<file path="src/rtl/flash_pkg.sv">
// Shared definitions for the serial flash read responder.
// Assumes: opcodes are 8 bits and addresses are 24 bits, both sent MSB first.
package flash_pkg;

    typedef enum logic [2:0] {
        ST_CMD,   // shifting the opcode in
        ST_ADDR,  // shifting the 24-bit address in
        ST_DATA,  // streaming array bytes out
        ST_ID,    // streaming identity bytes out
        ST_SKIP   // command discarded, wait for deselect
    } rsp_state_t;

    localparam logic [7:0] OPC_READ = 8'h03;
    localparam logic [7:0] OPC_RDID = 8'h9F;

    localparam logic [4:0] CMD_LAST  = 5'd7;   // index of the last opcode bit
    localparam logic [4:0] ADDR_LAST = 5'd23;  // index of the last address bit

    // Fixed content of the array cell at index idx.
    function automatic logic [7:0] cell_value(input int unsigned idx);
        return 8'(idx * 29 + 165);
    endfunction

endpackage

</file>
<file path="src/rtl/spi_pin_sync.sv">
// Synchronizes the three serial input pins into the clk domain and reports
// serial clock edges as one-cycle pulses.
// Assumes: each serial clock level lasts at least STAGES+2 clk cycles.
module spi_pin_sync #(
    parameter int STAGES = 2
) (
    input  logic clk,
    input  logic rst_n,
    input  logic cs_n_i,
    input  logic sck_i,
    input  logic din_i,
    output logic cs_hi_o,
    output logic sck_rise_o,
    output logic sck_fall_o,
    output logic din_o
);
    // Bit order in every stage: {cs_n, sck, din}.
    localparam logic [2:0] IDLE_PINS = 3'b100;

    logic [STAGES-1:0][2:0] pipe;
    logic                   sck_prev;
    logic [2:0]             pins;

    assign pins = pipe[STAGES-1];

    // Purpose: shift the raw pins through the synchronizer chain.
    always_ff @(posedge clk) begin
        if (!rst_n) pipe <= {STAGES{IDLE_PINS}};
        else        pipe <= {pipe[STAGES-2:0], {cs_n_i, sck_i, din_i}};
    end

    // Purpose: remember the last synchronized serial clock level for edge detection.
    always_ff @(posedge clk) begin
        if (!rst_n) sck_prev <= 1'b0;
        else        sck_prev <= pins[1];
    end

    assign cs_hi_o    = pins[2];
    assign sck_rise_o = pins[1] & ~sck_prev;
    assign sck_fall_o = ~pins[1] & sck_prev;
    assign din_o      = pins[0];

endmodule

</file>
<file path="src/rtl/flash_array.sv">
// Read-only byte array holding a computed pattern; combinational read.
// Assumes: DEPTH is a power of two and small enough to elaborate as a mux.
module flash_array #(
    parameter int DEPTH = 64,
    parameter int AW    = $clog2(DEPTH)
) (
    input  logic [AW-1:0] addr_i,
    output logic [7:0]    data_o
);
    import flash_pkg::*;

    logic [7:0] cells [DEPTH];

    // Purpose: build each cell from the fixed pattern function.
    for (genvar i = 0; i < DEPTH; i++) begin : g_cell
        assign cells[i] = cell_value(i);
    end

    assign data_o = cells[addr_i];

endmodule

</file>
<file path="src/rtl/id_rom.sv">
// Returns one byte of the identity sequence: manufacturer, device high,
// device low, then unique-ID bytes 8'hC0 + j.
// Assumes: idx_i is below 3 + UID_LEN.
module id_rom #(
    parameter logic [7:0]  MFR_ID  = 8'h5A,
    parameter logic [15:0] DEV_ID  = 16'h7116,
    parameter int          UID_LEN = 4,
    parameter int          IW      = $clog2(3 + UID_LEN)
) (
    input  logic [IW-1:0] idx_i,
    output logic [7:0]    data_o
);
    // Purpose: select the identity byte for the current position.
    always_comb begin
        if (idx_i == IW'(0))      data_o = MFR_ID;
        else if (idx_i == IW'(1)) data_o = DEV_ID[15:8];
        else if (idx_i == IW'(2)) data_o = DEV_ID[7:0];
        else                      data_o = 8'hC0 + 8'(idx_i - IW'(3));
    end

endmodule

</file>
<file path="src/rtl/spi_rd_responder.sv">
// Device side of a single-I/O serial flash answering the data read (03h) and
// identification (9Fh) commands. Pins are oversampled by clk. Input bits are
// taken on serial clock rising edges and output bits are driven on falling
// edges. Deselect aborts at any point.
// Assumes: DEPTH is a power of two; each serial clock half period lasts at
// least SYNC_STAGES+2 clk cycles.
module spi_rd_responder #(
    parameter int          DEPTH       = 64,
    parameter int          SYNC_STAGES = 2,
    parameter logic [7:0]  MFR_ID      = 8'h5A,
    parameter logic [15:0] DEV_ID      = 16'h7116,
    parameter int          UID_LEN     = 4
) (
    input  logic clk,
    input  logic rst_n,
    input  logic busy_i,
    input  logic spi_cs_n,
    input  logic spi_sck,
    input  logic spi_din,
    output logic spi_dout,
    output logic spi_dout_oe
);
    import flash_pkg::*;

    localparam int AW     = $clog2(DEPTH);
    localparam int ID_LEN = 3 + UID_LEN;
    localparam int IW     = $clog2(ID_LEN);

    rsp_state_t    state;
    logic [22:0]   in_sr;
    logic [4:0]    bit_cnt;
    logic [2:0]    obit;
    logic [AW-1:0] addr;
    logic [IW-1:0] id_idx;
    logic          cs_hi, sck_rise, sck_fall, din;
    logic [7:0]    opcode;
    logic [7:0]    mem_byte, id_byte;

    spi_pin_sync #(.STAGES(SYNC_STAGES)) i_sync (
        .clk       (clk),
        .rst_n     (rst_n),
        .cs_n_i    (spi_cs_n),
        .sck_i     (spi_sck),
        .din_i     (spi_din),
        .cs_hi_o   (cs_hi),
        .sck_rise_o(sck_rise),
        .sck_fall_o(sck_fall),
        .din_o     (din)
    );

    flash_array #(.DEPTH(DEPTH), .AW(AW)) i_array (
        .addr_i(addr),
        .data_o(mem_byte)
    );

    id_rom #(.MFR_ID(MFR_ID), .DEV_ID(DEV_ID), .UID_LEN(UID_LEN), .IW(IW)) i_id (
        .idx_i (id_idx),
        .data_o(id_byte)
    );

    assign opcode = {in_sr[6:0], din};

    // Purpose: command state machine, input shifting, output bit drive and counters.
    always_ff @(posedge clk) begin
        if (!rst_n) begin
            state       <= ST_CMD;
            in_sr       <= '0;
            bit_cnt     <= '0;
            obit        <= '0;
            addr        <= '0;
            id_idx      <= '0;
            spi_dout    <= 1'b0;
            spi_dout_oe <= 1'b0;
        end else if (cs_hi) begin
            state       <= ST_CMD;
            bit_cnt     <= '0;
            obit        <= '0;
            spi_dout    <= 1'b0;
            spi_dout_oe <= 1'b0;
        end else begin
            unique case (state)
                ST_CMD: if (sck_rise) begin
                    in_sr   <= {in_sr[21:0], din};
                    bit_cnt <= bit_cnt + 5'd1;
                    if (bit_cnt == CMD_LAST) begin
                        bit_cnt <= '0;
                        obit    <= '0;
                        id_idx  <= '0;
                        if (busy_i)                  state <= ST_SKIP;
                        else if (opcode == OPC_READ) state <= ST_ADDR;
                        else if (opcode == OPC_RDID) state <= ST_ID;
                        else                         state <= ST_SKIP;
                    end
                end
                ST_ADDR: if (sck_rise) begin
                    in_sr   <= {in_sr[21:0], din};
                    bit_cnt <= bit_cnt + 5'd1;
                    if (bit_cnt == ADDR_LAST) begin
                        addr  <= AW'({in_sr, din});
                        state <= ST_DATA;
                    end
                end
                ST_DATA: if (sck_fall) begin
                    spi_dout    <= mem_byte[3'd7 - obit];
                    spi_dout_oe <= 1'b1;
                    obit        <= obit + 3'd1;
                    if (obit == 3'd7) addr <= addr + AW'(1);
                end
                ST_ID: if (sck_fall) begin
                    spi_dout    <= id_byte[3'd7 - obit];
                    spi_dout_oe <= 1'b1;
                    obit        <= obit + 3'd1;
                    if (obit == 3'd7)
                        id_idx <= (id_idx == IW'(ID_LEN - 1)) ? '0 : id_idx + IW'(1);
                end
                default: ;
            endcase
        end
    end

    // ---------------- assertions ----------------
    a_r1_quiet_when_deselected: assert property (@(posedge clk) disable iff (!rst_n)
        cs_hi |=> !spi_dout_oe);

    a_r3_quiet_while_shifting_in: assert property (@(posedge clk) disable iff (!rst_n)
        (state == ST_CMD || state == ST_ADDR) |-> !spi_dout_oe);

    a_r4_dout_moves_on_fall_only: assert property (@(posedge clk) disable iff (!rst_n)
        (!sck_fall && !cs_hi) |=> $stable(spi_dout));

    a_r5_index_steps_by_one: assert property (@(posedge clk) disable iff (!rst_n)
        (state == ST_DATA && !cs_hi && sck_fall && obit == 3'd7)
        |=> (addr == $past(addr) + AW'(1)));

    a_r8_discard_is_silent: assert property (@(posedge clk) disable iff (!rst_n)
        (state == ST_SKIP) |-> !spi_dout_oe);

    a_r9_drive_only_in_output_states: assert property (@(posedge clk) disable iff (!rst_n)
        spi_dout_oe |-> (state == ST_DATA || state == ST_ID));

endmodule

</file>
<file path="config.mk">
export PLATFORM = sky130hd
export DESIGN_NAME = spi_rd_responder
export DESIGN_NICKNAME = d
export VERILOG_FILES = /design/src/rtl/flash_pkg.sv /design/src/rtl/spi_pin_sync.sv /design/src/rtl/flash_array.sv /design/src/rtl/id_rom.sv /design/src/rtl/spi_rd_responder.sv
export SDC_FILE = /design/constraint.sdc
export NUM_CORES = 1
export LEC_CHECK = 0
export BUFFER_PORTS_ARGS = -buffer_cell sky130_fd_sc_hd__buf_2
export CORE_UTILIZATION = 54
export DETAILED_ROUTE_END_ITERATION = 8
export HOLD_SLACK_MARGIN = 0.02
export PLACE_DENSITY = 0.71
export SYNTH_ARGS = -nofsm -noshare
export SYNTH_HDL_FRONTEND = slang
export SYNTH_SLANG_ARGS = --single-unit
</file>
<file path="constraint.sdc">
create_clock -name clk -period 4.2 [get_ports clk]
set_input_delay 0 -clock clk [delete_from_list [all_inputs] [get_ports clk]]
set_output_delay 0 -clock clk [all_outputs]
set_load 0.005 [all_outputs]
</file>
# Word level (Yosys, flattened, before mapping)
# Memories as Yosys holds them, arrays and structs flattened.
# Index checks and enable logic that the tools add are counted.
[op_classes]
n_addsub = 7
order_cmp = 2
eq_ne = 20
n_mux = 37
bitwise_logic = 7
n_reduce_logical = 18
[op_table]
columns = ["cell", "count"]
rows = [
  ["$mux 8", 5],
  ["$mux 3", 13],
  ["$mux 6", 4],
  ["$pmux 3 s2", 3],
  ["$mux 5", 3],
  ["$pmux 6 s2", 1],
  ["$reduce_and 6->1", 2],
  ["$ne 2x1->1 const B", 5],
  ["$pmux 5 s2", 1],
  ["$reduce_bool 2->1", 5],
  ["$eq 3x2->1 const B", 3],
  ["$reduce_and 3->1", 3],
  ["$add 8x8->8 const A", 1],
  ["$eq 8x2->1 const B", 1],
  ["$eq 8x8->1 const B", 1],
  ["$ne 2x2->1 const B", 4],
  ["$ge 7x7->1 const B", 1],
  ["$not 6->7", 1],
  ["$add 3x1->3 const B", 2],
  ["$add 6x1->6 const B", 1],
  ["$bmux 1 s3", 2],
  ["$eq 3x1->1 const B", 2],
  ["$eq 3x3->1 const B", 2],
  ["$logic_not 3->1", 2],
  ["other kinds (14)", 23],
]
[totals]
reg_bits = 36
rom_bits = 512
in_bits = 6
out_inout_bits = 2
memories = 1
[memory_table]
columns = ["memory", "words", "width", "read_ports", "rd_ports_with_merged_regs", "wr", "line_no", "text"]
rows = [
  ["(no name shown)", 64, 8, 1, 0, 0, "flash_array.sv:19", "assign data_o = cells[addr_i];"],
]

# Depth between registers and ports, before layout
[depth]
ltp_word = 9
mapped_depth = 9

# Cells and area by module
# A second synthesis with hierarchy kept.
[unflattened]
cells_unflattened = 288
hier_area_um2 = 2474.9
[modules_own_cells]
columns = ["module", "n_inst", "cells_per_inst", "area_per_inst_um2", "seq_area_each_um2"]
rows = [
  ["spi_rd_responder", 1, 177, 1631.6, 580.6],
  ["flash_array", 1, 84, 566.8, 0.0],
  ["spi_pin_sync", 1, 16, 196.4, 140.1],
  ["id_rom", 1, 11, 80.1, 0.0],
]

# Least setup slack after synthesis
# Ideal clock, no wire load.
[synth_path]
path_type = "reg-to-reg"
startpoint = "register addr[0]"
endpoint = "register spi_dout"
arrival_ps = 1895
t_required_ps = 4068
setup_slack_ps = 2174
path_stages_with_launch = 10
n_path_buf = 1
cell_sequence = "dfxtp_1 -> buf_4 -> inv_1 -> ha_1 -> nor2_1 -> nor3_1 -> a211o_1 -> a31oi_1 -> a2111oi_0 -> o31ai_1"
[synth_via]
elab_chain_len = 8
[synth_lines]
columns = ["element", "line_no", "text"]
rows = [
  ["start: declaration", "spi_rd_responder.sv:33", "logic [AW-1:0] addr;"],
  ["start signal: assignment", "spi_rd_responder.sv:99", "addr <= AW'({in_sr, din});"],
  ["start signal: assignment", "spi_rd_responder.sv:107", "if (obit == 3'd7) addr <= addr + AW'(1);"],
  ["$not 6->7 (implied by the code)", "flash_array.sv:19", ""],
  ["$mem_v2 64x8", "n/a", ""],
  ["$mux 8 (implied by the code) (2 in a row)", "flash_array.sv:19", ""],
  ["$bmux 1 s3", "spi_rd_responder.sv:104", "spi_dout <= mem_byte[3'd7 - obit];"],
  ["$mux 1 (implied by the code)", "spi_rd_responder.sv:104", ""],
  ["$mux 1", "spi_rd_responder.sv:103", "ST_DATA: if (sck_fall) begin"],
  ["$pmux 1 s2", "spi_rd_responder.sv:81", "unique case (state)"],
  ["end signal: assignment", "spi_rd_responder.sv:104", ""],
  ["end signal: assignment", "spi_rd_responder.sv:110", "spi_dout <= id_byte[3'd7 - obit];"],
  ["end: declaration", "spi_rd_responder.sv:20", "output logic spi_dout,"],
]
# No other way between the ends. The select of a mux whose other input is x is not followed.
# A chain may end at the register's enable or synchronous reset.

# Worst setup path after layout
[layout_path]
startpoint = "register addr[2]"
endpoint = "register spi_dout"
# Same word-level chain as after synthesis.

==> Implementation_results.wiki <==
{| class="wikitable"
! Metric !! Value
|-
| Syn. warnings || 0
|-
| TritonCTS clock tree || built
|-
| Mean routed wirelength per cell || ~14 um
|-
| Endpoints failing setup || 0
|-
| Cells after synthesis || 298
|-
| Cell type with the highest aggregate area in the netlist || sky130_fd_sc_hd__dfxtp_1
|-
| Final worst path period need || around 2.5 ns
|-
| Crit end category || register
|-
| Combined area of all synthesized cells || approximately 2400 um2
|-
| Setup repair after global routing missed its margin || false
|-
| Worst VDD drop || approximately 220 uV
|-
| Area of the die || between 4000 and 5000 um2
|-
| Clock-pin transition on the worst setup and hold timing paths || around 0.070 ns
|-
| Cell Pwr Density || about 240 nW/um2
|-
| Total net switching power || approximately 130 uW
|-
| Post-route clock period utilization || roughly three fifths
|-
| Pwr Total || between 500 and 600 uW
|-
| Placed Instance Area || between 2000 and 2500 um2
|-
| Startpoint of the worst setup timing path || addr[2]$_SDFFE_PN0P_
|-
| Vias in the first global route || about 1.7k
|-
| Worst Max-Slew Pin Slew || between 1 and 1.5 ns
|-
| Antenna violations before repair || 0
|-
| Gr ovfl total || 0
|-
| Critical R2R Capture || spi_dout$_SDFFE_PP0P_
|-
| Worst setup endpoint || spi_dout$_SDFFE_PP0P_
|-
| Switching share of total power || 21.3%
|-
| Type of the most critical hold path || in -> reg
|-
| Synth top area cells || sky130_fd_sc_hd__dfxtp_1 (30%), sky130_fd_sc_hd__ha_1 (8.4%), sky130_fd_sc_hd__nor2_1 (6.6%)
|-
| Internal power summed over all cells || 465 uW
|-
| Total of cells resized after clock tree synthesis || 0
|-
| Clock buffer count from CTS || 5
|-
| Data required time of the critical path || ~4.4 ns
|-
| Count of H-tree levels built during CTS || 2
|-
| # DRC || 0
|-
| Maximum fanout count along the critical path || 20
|-
| Standard cell with the maximum stage delay on the critical path || sky130_fd_sc_hd__dfxtp_1
|-
| Arrival time reported for the critical path endpoint || around 2.7 ns
|-
| Initial core utilization || between 50% and 60%
|-
| Number of core rows || 23
|-
| Final sum of negative setup slack || 0 ns
|-
| Share of the core filled with cells in the final layout || around three fifths
|-
| Placed wire-length estimate after detailed placement || between 3000 and 4000 um
|-
| Worst Clk Skew || around 0.007 ns
|-
| 1st-iter DRT viols || between 150 and 200
|-
| Async SR Flop Fraction || 0%
|-
| Number of cells on the worst reg-to-reg path || 8
|-
| Post-synth EDFFs || 0
|-
| Part of the total power dissipated in sequential elements || 58.5%
|-
| Maximum cell stage delay along the critical path || between 0.7 and 0.8 ns
|-
| First-pass iteration count of the detailed router || 4
|-
| Post-route cell area || 2510 um2
|-
| Clock share of power || 38.7%
|-
| Fraction of post-synthesis cell area in the top cell type by area || approximately 30%
|-
| Netlist cell types || 58
|-
| Cell breakdown of the critical path || clkinv_1 > ha_1 > nand2_1 > o21ai_0 > a221oi_1 > o41ai_1 > a31oi_1 > o31ai_1
|-
| Static Leakage || around 0.87 nW
|-
| Result of the run || finished clean
|-
| Clock Sink Count || 36
|-
| Syn avg cell area || 8.02 um2
|-
| Post-detailed-routing wire length || between 4000 and 5000 um
|-
| Area growth from synthesis to layout || 5.02%
|-
| Register bit count reported by yosys || 36
|-
| Commonest non-fill, non-tap cell in the layout || sky130_fd_sc_hd__nor2_1
|-
| Antenna diode count || 0
|-
| Pin count of the biggest net entering global routing || 34
|-
| Final hold violation count || 0
|-
| Ports || 8
|-
| Core region area || 4120 um2
|-
| Start of the worst register-to-register path || addr[2]$_SDFFE_PN0P_
|-
| Post CTS Setup Buffer Count || 0
|-
| Commonest cells after routing, fill and taps aside || sky130_fd_sc_hd__nor2_1 (42), sky130_fd_sc_hd__dfxtp_1 (36), sky130_fd_sc_hd__a21oi_1 (19)
|-
| Die Y || around 69 um
|-
| Max-cap violation count || 0
|-
| Worst-skew pair later-pin latency || around 0.28 ns
|-
| Max frequency || about 0.40 GHz
|-
| RD Place Congestion || roughly 0.8
|-
| Overall via count from detail_route || 2042
|-
| Cell chosen for the clock root || sky130_fd_sc_hd__clkbuf_8
|-
| Number of vias per cell after detailed routing || a little under 6
|-
| Max-slew violations || 0
|-
| Sequential element share of the synthesized area || a little under a third
|-
| Layout cell share with drive strength beyond 1 || under 10%
|-
| Flop2flop setup slack || approximately 1.7 ns
|-
| DRT antenna net count || 0
|-
| Gate power share || 2.8%
|-
| Sort of element at the start of the critical path || register
|-
| I/O Buffers || 7
|-
| Number of buffers on the longest clock path || 2
|-
| Relative slew slack || 32.5%
|-
| Global-route wire length before repair || 7790 um
|-
| Most instantiated flip-flop cell in the synthesis netlist || sky130_fd_sc_hd__dfxtp_1
|-
| Die width || roughly 69 um
|-
| Kind of critical path || reg -> reg
|-
| Nets@finish || around 320
|-
| Overall Global Routing Usage || approximately 22%
|-
| Net count after synthesis || 320
|}
==> metrics by stage <==
step	hold WS (ns)	cells	worst slack, ns
after floorplan	0.0730	298	2.17
final	0.214	346	1.71
after detailed placement	0.188	334	1.75
after global routing	0.223	346	1.43
after global placement	0.185	334	1.81
after CTS	0.202	346	1.73
==> kinds of logic (layout without fill, tap and decap cells) <==
kind of cell | after synthesis | after routing | synth area share [%]
AOI/OAI and AO/OA | 78 | 78 | 21.3
xor gates and xnor gates | 5 | 5 | 1.83
adders and majority gates | 16 | 16 | 8.37
buffers and inverters | 29 | 27 | 5.65
DFF | 36 | 36 | 30.1
muxes | 14 | 14 | 5.97
and+or+nand+nor | 120 | 120 | 26.7
==> sequential cells by signal (all words and copies together), names as in the netlist <==
| name | flops |
|---|---|
| addr | 6 |
| bit_cnt | 5 |
| i_sync.pins | 3 |
| i_sync.pipe | 3 |
| i_sync.sck_prev | 1 |
| id_idx | 3 |
| in_sr | 7 |
| obit | 3 |
| spi_dout | 1 |
| spi_dout_oe | 1 |
| state | 3 |
==> per-layer routing <==
metal | GRT usage, % | vias up | wire (um)
met5 | 0 | - | 0
met3 | 4.44 | 6 | 206
li1 | - | 1064 | -
met1 | 31.3 | 933 | 2370
met2 | 33.1 | 39 | 2080
met4 | 7.29 | 0 | 66
==> worst min path at each step <==
stage | from | endpoint | slack [ns] | cells after the start
after floorplan | rst_n | i_sync.pins[2]$_SDFF_PN1_ | 0.07 | 1
after global placement | spi_cs_n | i_sync.pipe[2]$_SDFF_PN1_ | 0.19 | 2
after detailed placement | spi_cs_n | i_sync.pipe[2]$_SDFF_PN1_ | 0.19 | 2
after CTS | busy_i | state[0]$_SDFFE_PP0P_ | 0.20 | 5
after global routing | busy_i | state[0]$_SDFFE_PP0P_ | 0.22 | 5
final | busy_i | state[0]$_SDFFE_PP0P_ | 0.21 | 5
==> critical path, delay by kind of cell (launching register included) <==
family	cells	cell delay, ns
flip-flops	1	0.71
adder cells (fa/ha/maj)	1	0.38
AND/OR/NAND/NOR	1	0.04
AO/OA/AOI/OAI	5	0.85
buffers and inverters	1	0.42
==> cells in the mapped netlist, types with 3 or more instances <==
library cell and number:
sky130_fd_sc_hd__a211oi_1 6, sky130_fd_sc_hd__a21oi_1 19, sky130_fd_sc_hd__a31oi_1 7, sky130_fd_sc_hd__and2_1 6, sky130_fd_sc_hd__buf_2 6, sky130_fd_sc_hd__clkbuf_1 12, sky130_fd_sc_hd__dfxtp_1 36, sky130_fd_sc_hd__ha_1 16
sky130_fd_sc_hd__inv_1 7, sky130_fd_sc_hd__mux2i_1 12, sky130_fd_sc_hd__nand2_1 15, sky130_fd_sc_hd__nand2b_1 9, sky130_fd_sc_hd__nand3_1 4, sky130_fd_sc_hd__nand4_1 5, sky130_fd_sc_hd__nor2_1 42, sky130_fd_sc_hd__nor2b_1 8
sky130_fd_sc_hd__nor3_1 11, sky130_fd_sc_hd__nor3b_1 3, sky130_fd_sc_hd__o211ai_1 4, sky130_fd_sc_hd__o21a_1 3, sky130_fd_sc_hd__o21ai_0 16, sky130_fd_sc_hd__o31ai_1 4, sky130_fd_sc_hd__xor2_1 4
==> area by class of cell <==
cell class / count / area (um2)
fillers: 382 / 1600
multi-input cells: 233 / 1540
flip-flops and latches: 36 / 721
repair buffers: 12 / 85.1
clock buffers: 6 / 72.6
well taps: 50 / 62.6
inverters: 8 / 30.0
clock inverters: 1 / 5.00
==> power by group through the flow <==
stage          Sequential [mW]  Clock, mW  Combinational (mW)
6_report                 0.346      0.229              0.0164
2_1_floorplan            0.353          0             0.00836
3_3_place_gp             0.354          0              0.0128
3_5_place_dp             0.354          0              0.0129
4_1_cts                  0.346      0.235              0.0165
5_1_grt                  0.346      0.246              0.0182
==> what timing repair did <==
action                                  in CTS  in global routing
endpoints found under the hold margin        4                  0
endpoints found under the setup margin       0                  0
hold buffers                                 5                  0
(Power assumes the default switching activity.)
